### src/rtl/sipo_latch_reg.sv
module sipo_latch_reg #(
  parameter int WIDTH = 8
) (
  input  logic             clk,
  input  logic             rst_n,
  input  logic             ser_in,
  input  logic             shift_stb,
  input  logic             latch_stb,
  input  logic             clr_n,
  input  logic             oe_n,
  output logic [WIDTH-1:0] par_q,
  output logic             par_en,
  output logic             cas_out
);

  logic [WIDTH-1:0] sh_q;
  logic [WIDTH-1:0] out_q;
  logic             shift_d;
  logic             latch_d;
  logic             shift_edge;
  logic             latch_edge;

  assign shift_edge = shift_stb & ~shift_d;
  assign latch_edge = latch_stb & ~latch_d;

  always_ff @(posedge clk) begin
    if (!rst_n) begin
      shift_d <= 1'b0;
      latch_d <= 1'b0;
    end else begin
      shift_d <= shift_stb;
      latch_d <= latch_stb;
    end
  end

  always_ff @(posedge clk) begin
    if (!rst_n)
      sh_q <= '0;
    else if (!clr_n)
      sh_q <= '0;
    else if (shift_edge)
      sh_q <= {sh_q[WIDTH-2:0], ser_in};
  end

  always_ff @(posedge clk) begin
    if (!rst_n)
      out_q <= '0;
    else if (latch_edge)
      out_q <= sh_q;
  end

  assign par_en  = ~oe_n;
  assign par_q   = par_en ? out_q : '0;
  assign cas_out = sh_q[WIDTH-1];


  shift_move_chk: assert property (@(posedge clk) disable iff (!rst_n)
    (shift_stb && !shift_d && clr_n) |=> sh_q == {$past(sh_q[WIDTH-2:0]), $past(ser_in)});


  out_hold_chk: assert property (@(posedge clk) disable iff (!rst_n)
    (!latch_stb || latch_d) |=> $stable(out_q));


  latch_copy_chk: assert property (@(posedge clk) disable iff (!rst_n)
    (latch_stb && !latch_d) |=> out_q == $past(sh_q));


  clear_empty_chk: assert property (@(posedge clk) disable iff (!rst_n)
    !clr_n |=> sh_q == '0);


  reset_zero_chk: assert property (@(posedge clk)
    !rst_n |=> (sh_q == '0 && out_q == '0));


  always_comb begin
    if (rst_n === 1'b1 && oe_n === 1'b1)
      oe_off_chk: assert (par_q == '0 && !par_en);
  end

endmodule

### config.mk
export PLATFORM = sky130hd
export DESIGN_NAME = sipo_latch_reg
export DESIGN_NICKNAME = d
export VERILOG_FILES = /design/src/rtl/sipo_latch_reg.sv
export SDC_FILE = /design/constraint.sdc
export NUM_CORES = 1
export LEC_CHECK = 0
export BUFFER_PORTS_ARGS = -buffer_cell sky130_fd_sc_hd__buf_4
export CAP_MARGIN = 10
export CORE_UTILIZATION = 45
export DETAILED_ROUTE_END_ITERATION = 8
export MAX_ROUTING_LAYER = met4
export PLACE_DENSITY = 0.71
export SLEW_MARGIN = 20
export SYNTH_ARGS = -nofsm -noshare
export SYNTH_HDL_FRONTEND = slang
export SYNTH_SLANG_ARGS = --single-unit
### constraint.sdc
create_clock -name clk -period 0.8 [get_ports clk]
set_input_delay 0 -clock clk [delete_from_list [all_inputs] [get_ports clk]]
set_output_delay 0 -clock clk [all_outputs]
set_load 0.01 [all_outputs]
Word-level counts from Yosys, hierarchy flattened
Cells that the tools add are included.
W data, S select, Z words.
Operators by class
  reduce and logical (&&, ||, !) cells: 1
  bitwise logic cells: 5
  mux-type cells: 1
Operator list (number)
  $mux W8: 1
  $not A1 Y1: 3
  $and A1 B1 Y1: 2
  $reduce_and A2 Y1: 1
Word-level totals
  logic and storage cells: 11
  output and inout bits: 10
  bits in registers: 18

Longest topological paths before layout
Gate-level depths: netlist of the first run.
  word-level depth: 2
  depth in mapped cells: 4
  depth with buffers taken out: 3

Worst setup path before layout of the first run
No wires, ideal clock.
  path kind: register -> register
  from: register latch_d
  to: register out_q[0]
  path buffers: 1
  data arrival time: 733 ps
  cell stages (with the launch flop): 5
  required time: 684 ps
  setup slack: -49 ps
  setup time: 116 ps
  cell sequence: dfxtp_1 nand2b_4 buf_12 mux2i_1 nor2b_1
Between the ends
  longest elaborated chain between the ends: 2
RTL lines
  from (decl): line 19  | logic latch_d;
  from (signal assigned): line 32  | latch_d <= latch_stb;
  $not A1 Y1: line 24  | assign latch_edge = latch_stb & ~latch_d;
  $and A1 B1 Y1: line 24
  to (signal assigned): line 49  | out_q <= sh_q;
  to (decl): line 17  | logic [WIDTH-1:0] out_q;
Every way passes these cells.
A chain may end at the register's enable or synchronous reset.

Worst setup path after layout of the first run
  from: register latch_d
  to: register out_q[1]
Same word-level chain as after synthesis.

==> results of run 1 <==
[worst max-delay path: cells and delay by family, from the launching register on]
| family | cells | cell delay, ns |
|---|---|---|
| flops | 1 | 0.32 |
| simple gates | 2 | 0.28 |
| mux | 1 | 0.23 |
[worst paths after layout]
| kind | endpoint | from | cells past startpoint |
|---|---|---|---|
| worst max-delay path | out_q[1] | latch_d | 3 |
| worst min-delay path | out_q[5] | rst_n | 2 |
| worst max register to register | out_q[1] | latch_d | 3 |
| worst min register to register | sh_q[7] | sh_q[7] | 2 |
[logic make-up after synthesis]
group                  share of synthesized area (%)
AND/OR/NAND/NOR                                 28.2
AO/OA/AOI/OAI                                   5.53
flip-flops                                      49.7
buffers and inverters                           5.53
multiplexers                                    11.1
[metal layers]
metal | global-route usage [%] | vias up | part of all wire, %
met2 | 25.9 | 14 | 50
met1 | 20.9 | 253 | 46
li1 | - | 287 | -
met4 | 7.50 | 0 | 0.68
met3 | 2.59 | 2 | 3.8
met5 | - | - | 0
[timing repair]
| item | CTS | global route |
|---|---|---|
| resized for setup | 10 | 30 |
| setup endpoints to repair | 24 | 25 |
| cloned | 0 | 0 |
| hold buffers | 3 | 0 |
| setup buffers | 1 | 1 |
| endpoints found under the hold margin | 3 | 0 |
| pin swaps | 0 | 6 |
[cells in the final DEF (no fill, tap or decap), types with 2 or more instances in the layout]
cell           instances
a21oi_2                8
buf_4                 14
buf_6                  5
clkbuf_4               3
dfxtp_1                8
dfxtp_2               10
dlygate4sd3_1          3
mux2i_1                8
nand2_1                9
nand2_2                7
nand2b_4               2
nor2b_1               12
nor2b_4                4
[area by class of cell]
type                       count  share of cell area, %
inverter                       1                  0.365
multi-input combinational     54                   40.7
sequential                    18                   36.2
timing repair buffer          22                   18.6
clock buffer                   3                   2.19
tap                           16                   1.94
[where the power goes]
| group | switching [W] | internal (W) |
|---|---|---|
| clock network | 0.000249 | 0.000175 |
| logic | 0.0000786 | 0.0000748 |
| registers | 0.00000421 | 0.000903 |
[registers in the layout (all words and copies together), names as in the netlist]
signal	count
out_q	8
shift_d	1
sh_q	8
latch_d	1
[stage by stage]
step	worst slack, ns	std cells	utilization (%)	instance area, µm²	power [W]
after global routing	-0.177	114	68.4	1030	0.00153
after global placement	-0.0517	106	55.5	836	0.00104
after detailed placement	-0.0906	106	55.5	836	0.00104
after CTS	-0.0930	113	60.8	916	0.00147
final	-0.124	114	68.4	1030	0.00148
after floorplan	-0.0494	77	-	724	0.00101
==> results.toml, run 1 <==
[status]
status = "finished, violations left"
violations = "setup timing"

[placement]
place.gp.congestion = 0.735
io_buffers = 16

[setup_path]
crit_type = "flop to flop"
start_kind = "flop"
crit_path_top_delay_cell = "dfxtp_1"
rrSetupSlack_ns = -0.12
crit_required_ns = 0.97
critPathMaxStageDelay_ns = 0.32
arrival_ns = 1.09
cp_cell_sequence = "nand2b_4, mux2i_1, nor2b_1"
cp_max_fo = 8
critPathCaptureType = "flop"

[floorplan]
core_area_mm2 = 0.00151
die_w_um = 42.1
start_util_pct = 48.1
fp-row-count = 14
pin_count = 17
die_y_um = 42.1
die-area_mm2 = 0.00177

[clocking]
root_buffer = "clkbuf_4"
htreeDepth = 1
cts_buffer_depth = 2
clock_latency_ns = 0.28
cts-buffers-inserted = 3
clkTransAtPathRegs_ns = 0.10
cts.sinks = 18
cts_tree = "yes"

[timing]
rsz0062_at_grt = "yes"
setup_ws_ns = -0.124
skew_ns = 0.00775
fmaxAchievable_mhz = 1080
worst_pin_slew_ns = 0.416
setup_violations = 24
slew_headroom_pct = 72.2
period_share_pct = 115
drv_slew = 0
worst_hold_slack_ns = 0.00668
fin_crit_ns = 0.924
tns_ns = -1.45
finalHoldViolations = 0

[route]
ant_nets = 0
vias = 556
drcViolationCount = 0
drt-initial-drc-count = 5
wl_per_cell_um = 11.6
drtPass1Iterations = 2
wl_um = 1320
via_per_inst = 4.88

[power_and_ir_drop]
p_leak_nw = 0.418
power_density_mw_per_mm2 = 1440
ir_worst_vdd_mv = 1.06

[synth]
synth_seq_cells = 18
yosys_warnings = 0
ys_types = 14
synth_edf_count = 0
syn_area_um2 = 724
syn_nets = 84
yosysMostFrequentCell = "dfxtp_1"
syn-instance-count = 77
yosys.area.top_type_share_pct = 49.7
synth_top_area_cell = "dfxtp_1"
yosys-top-cells-count = "dfxtp_1, nand2_1, nor2b_1"
avgSynthCellArea_um2 = 9.41
seq_area_frac_synth_pct = 49.7
synth.area.top_cells = "dfxtp_1, nor2b_1, mux2i_1"
ys_async_sr_fraction_pct = 0
synth_top_flop_cell = "dfxtp_1"

[global_route]
grt_overflow = 0
grt_pass1_wl_um = 2170
track_usage_pct = 16.5
grt_pass1_vias = 514
grt_max_degree = 12
antenna_found_initial = 0

[flow_run]
drv_cap = 0

[cells_and_area]
area.growth.synth_to_final_pct = 42.1
diodes = 0
multi_input_area_um2 = 419
drive_above_1_share_pct = 57.1
seq_area_um2 = 373
fill_cells = 125
nets = 107

[worst_hold_path]
min_path_type = "input port to flop"
Note: power is estimated with default switching activity, not from simulation.
==> inputs of run 2 (changes only) <==
ABC_AREA = 1   (was default)
CORE_ASPECT_RATIO = 0.75   (was default)
CORE_UTILIZATION = 46   (was 45)
PLACE_DENSITY = 0.72   (was 0.71)
==> run 2 against run 1 <==
Routed wire length increased by 17%. Critical path type is now flop to output pin. Power increased by 16%. Die area increased by 8.8%. The run still ends with setup timing left.
==> results.toml, run 2 <==
[setup_path]
cp_top_family = "flip-flops"
crit_required_ns = 0.80
cp.buffers_inverters = 2
critPathCaptureType = "output pin"
arrival_ns = 0.87
crit_type = "flop to output pin"
crit_path_top_delay_cell = "dfxtp_2"
start_kind = "flop"
critPathMaxStageDelay_ns = 0.34
cp_max_fo = 2
cp_cell_sequence = "inv_2, nor2_1, buf_4"

[route]
drcViolationCount = 0
drtPass1Iterations = 4
wl_um = 1540
via_per_inst = 4.57
ant_nets = 0
wl_per_cell_um = 9.27
vias = 759
drt-initial-drc-count = 22

[synth]
syn_nets = 132
synth.area.top_cells = "dfxtp_1, nor2_1, inv_1"
yosysMostFrequentCell = "nor2_1"
synth_seq_cells = 18
avgSynthCellArea_um2 = 6.47
ys_async_sr_fraction_pct = 0
synth_edf_count = 0
synth_top_area_cell = "dfxtp_1"
syn_area_um2 = 808
synth_top_flop_cell = "dfxtp_1"
syn-instance-count = 125
seq_area_frac_synth_pct = 44.6
yosys.area.top_type_share_pct = 44.6
ys_types = 11
yosys_warnings = 0
yosys-top-cells-count = "nor2_1, inv_1, nand2_1"

[timing]
fmaxAchievable_mhz = 1150
worst_pin_slew_ns = 0.237
drv_slew = 0
rsz0062_at_grt = "yes"
setup_violations = 10
fin_crit_ns = 0.870
skew_ns = 0.00506
period_share_pct = 109
slew_headroom_pct = 84.1
finalHoldViolations = 0
setup_ws_ns = -0.0698

[floorplan]
start_util_pct = 51.8
die_y_um = 38.3
die_w_um = 50.4
die-area_mm2 = 0.00193
fp-row-count = 12
pin_count = 17
core_area_mm2 = 0.00156

[cells_and_area]
design_area_mm2 = 0.00105
diodes = 0
mostFrequentLayoutCells = "nor2_1, nand2_1, buf_4, nand3_1, inv_1"
drive_above_1_share_pct = 35.2
fill_cells = 138
layout_commonest_cell = "nor2_1"
fin_cells = 166
top_regs = "out_q (8), sh_q (8)"
nets = 154
area.growth.synth_to_final_pct = 29.7

[clocking]
cts_buffer_depth = 2
cts_tree = "yes"
cts-buffers-inserted = 3
clock_latency_ns = 0.29
root_buffer = "clkbuf_4"
htreeDepth = 1
clkTransAtPathRegs_ns = 0.09
cts.sinks = 18

[global_route]
grt_max_degree = 11
grt_overflow = 0
grt_pass1_vias = 631
antenna_found_initial = 0
grt_pass1_wl_um = 2560
track_usage_pct = 19.2

[power_and_ir_drop]
p_leak_nw = 0.515
ir_worst_vdd_mv = 1.22
power_density_mw_per_mm2 = 1640

[status]
status = "finished, violations left"
violations = "setup timing"

[worst_hold_path]
min_path_type = "input port to flop"

[placement]
dp.cells = 158
io_buffers = 16
place.gp.congestion = 0.809
dp.final_hpwl_um = 1120
placed_area_um2 = 927
dp_slack_ns = -0.0726

[flow_run]
drv_cap = 0
run 2: cell count changes after synthesis, moves of 4 or more:
cell and delta:
nor2b_1 -17, nor2_1 +40, inv_1 +22, mux2i_1 -8, a21oi_1 -8, nand3_1 +15
nand2_1 +4
run 2: layout make-up:
type | count | area, µm² | share of cell area [%]
sequential | 18 | 377 | 35.9
multi-input combinational | 78 | 352 | 33.5
timing repair buffer | 21 | 170 | 16.2
inverter | 25 | 101 | 9.67
tap | 21 | 26.3 | 2.51
clock buffer | 3 | 22.5 | 2.15
run 2: path summary, 6_finish.rpt:
path	slack, ns	from	cells past startpoint	endpoint
hold reg to reg	0.47	sh_q[0]	2	sh_q[0]
setup reg to reg	0	shift_d	3	sh_q[7]
setup / recovery	-0.07	out_q[6]	3	par_q[6]
hold / removal	0.04	ser_in	5	sh_q[0]
run 2: cells by family (layout without fill, tap and decap cells):
logic type | Yosys count | in the layout | share of synthesized area, %
flops | 18 | 18 | 44.6
buf+inv | 29 | 49 | 15.0
simple gates | 78 | 78 | 40.4
run 2: what timing repair did:
action / CTS / global route
hold endpoints to repair: 9 / 4
buffers inserted: 0 / 0
hold buffers: 4 / 2
pin swaps: 0 / 13
endpoints found under the setup margin: 24 / 25
gates resized for setup: 13 / 20
run 2: report_power, final:
group | leakage [nW] | internal (W) | switching (W)
combinational | 0.349 | 0.000141 | 0.000167
sequential | 0.152 | 0.000949 | 0.0000360
clock | 0.0138 | 0.000175 | 0.000254
run 2: worst reg2reg max path: stages (launching register included):
cell and delay (ns):
dfxtp_4 0.38, nor2_4 0.21, nor2_1 0.08, nor2_1 0.09
run 2: stage by stage:
step / hold slack [ns] / utilization [%] / total power [W] / TNS (ns)
2_1_floorplan: 0.206 / - / 0.00118 / 0
3_5_place_dp: 0.270 / 59.4 / 0.00126 / -0.349
4_1_cts: 0.0214 / 64.1 / 0.00172 / -0.553
3_3_place_gp: 0.258 / 59.4 / 0.00125 / -0.0780
6_report: 0.0412 / 67.1 / 0.00172 / -0.430
5_1_grt: 0.0529 / 67.1 / 0.00184 / -1.16
run 2: routing by layer:
layer	GRT usage, %	up-vias	routed length (µm)
met5	-	-	0
met4	6.25	0	8
met3	7.14	2	93
met2	32.3	19	704
met1	21.7	328	732
li1	-	410	-
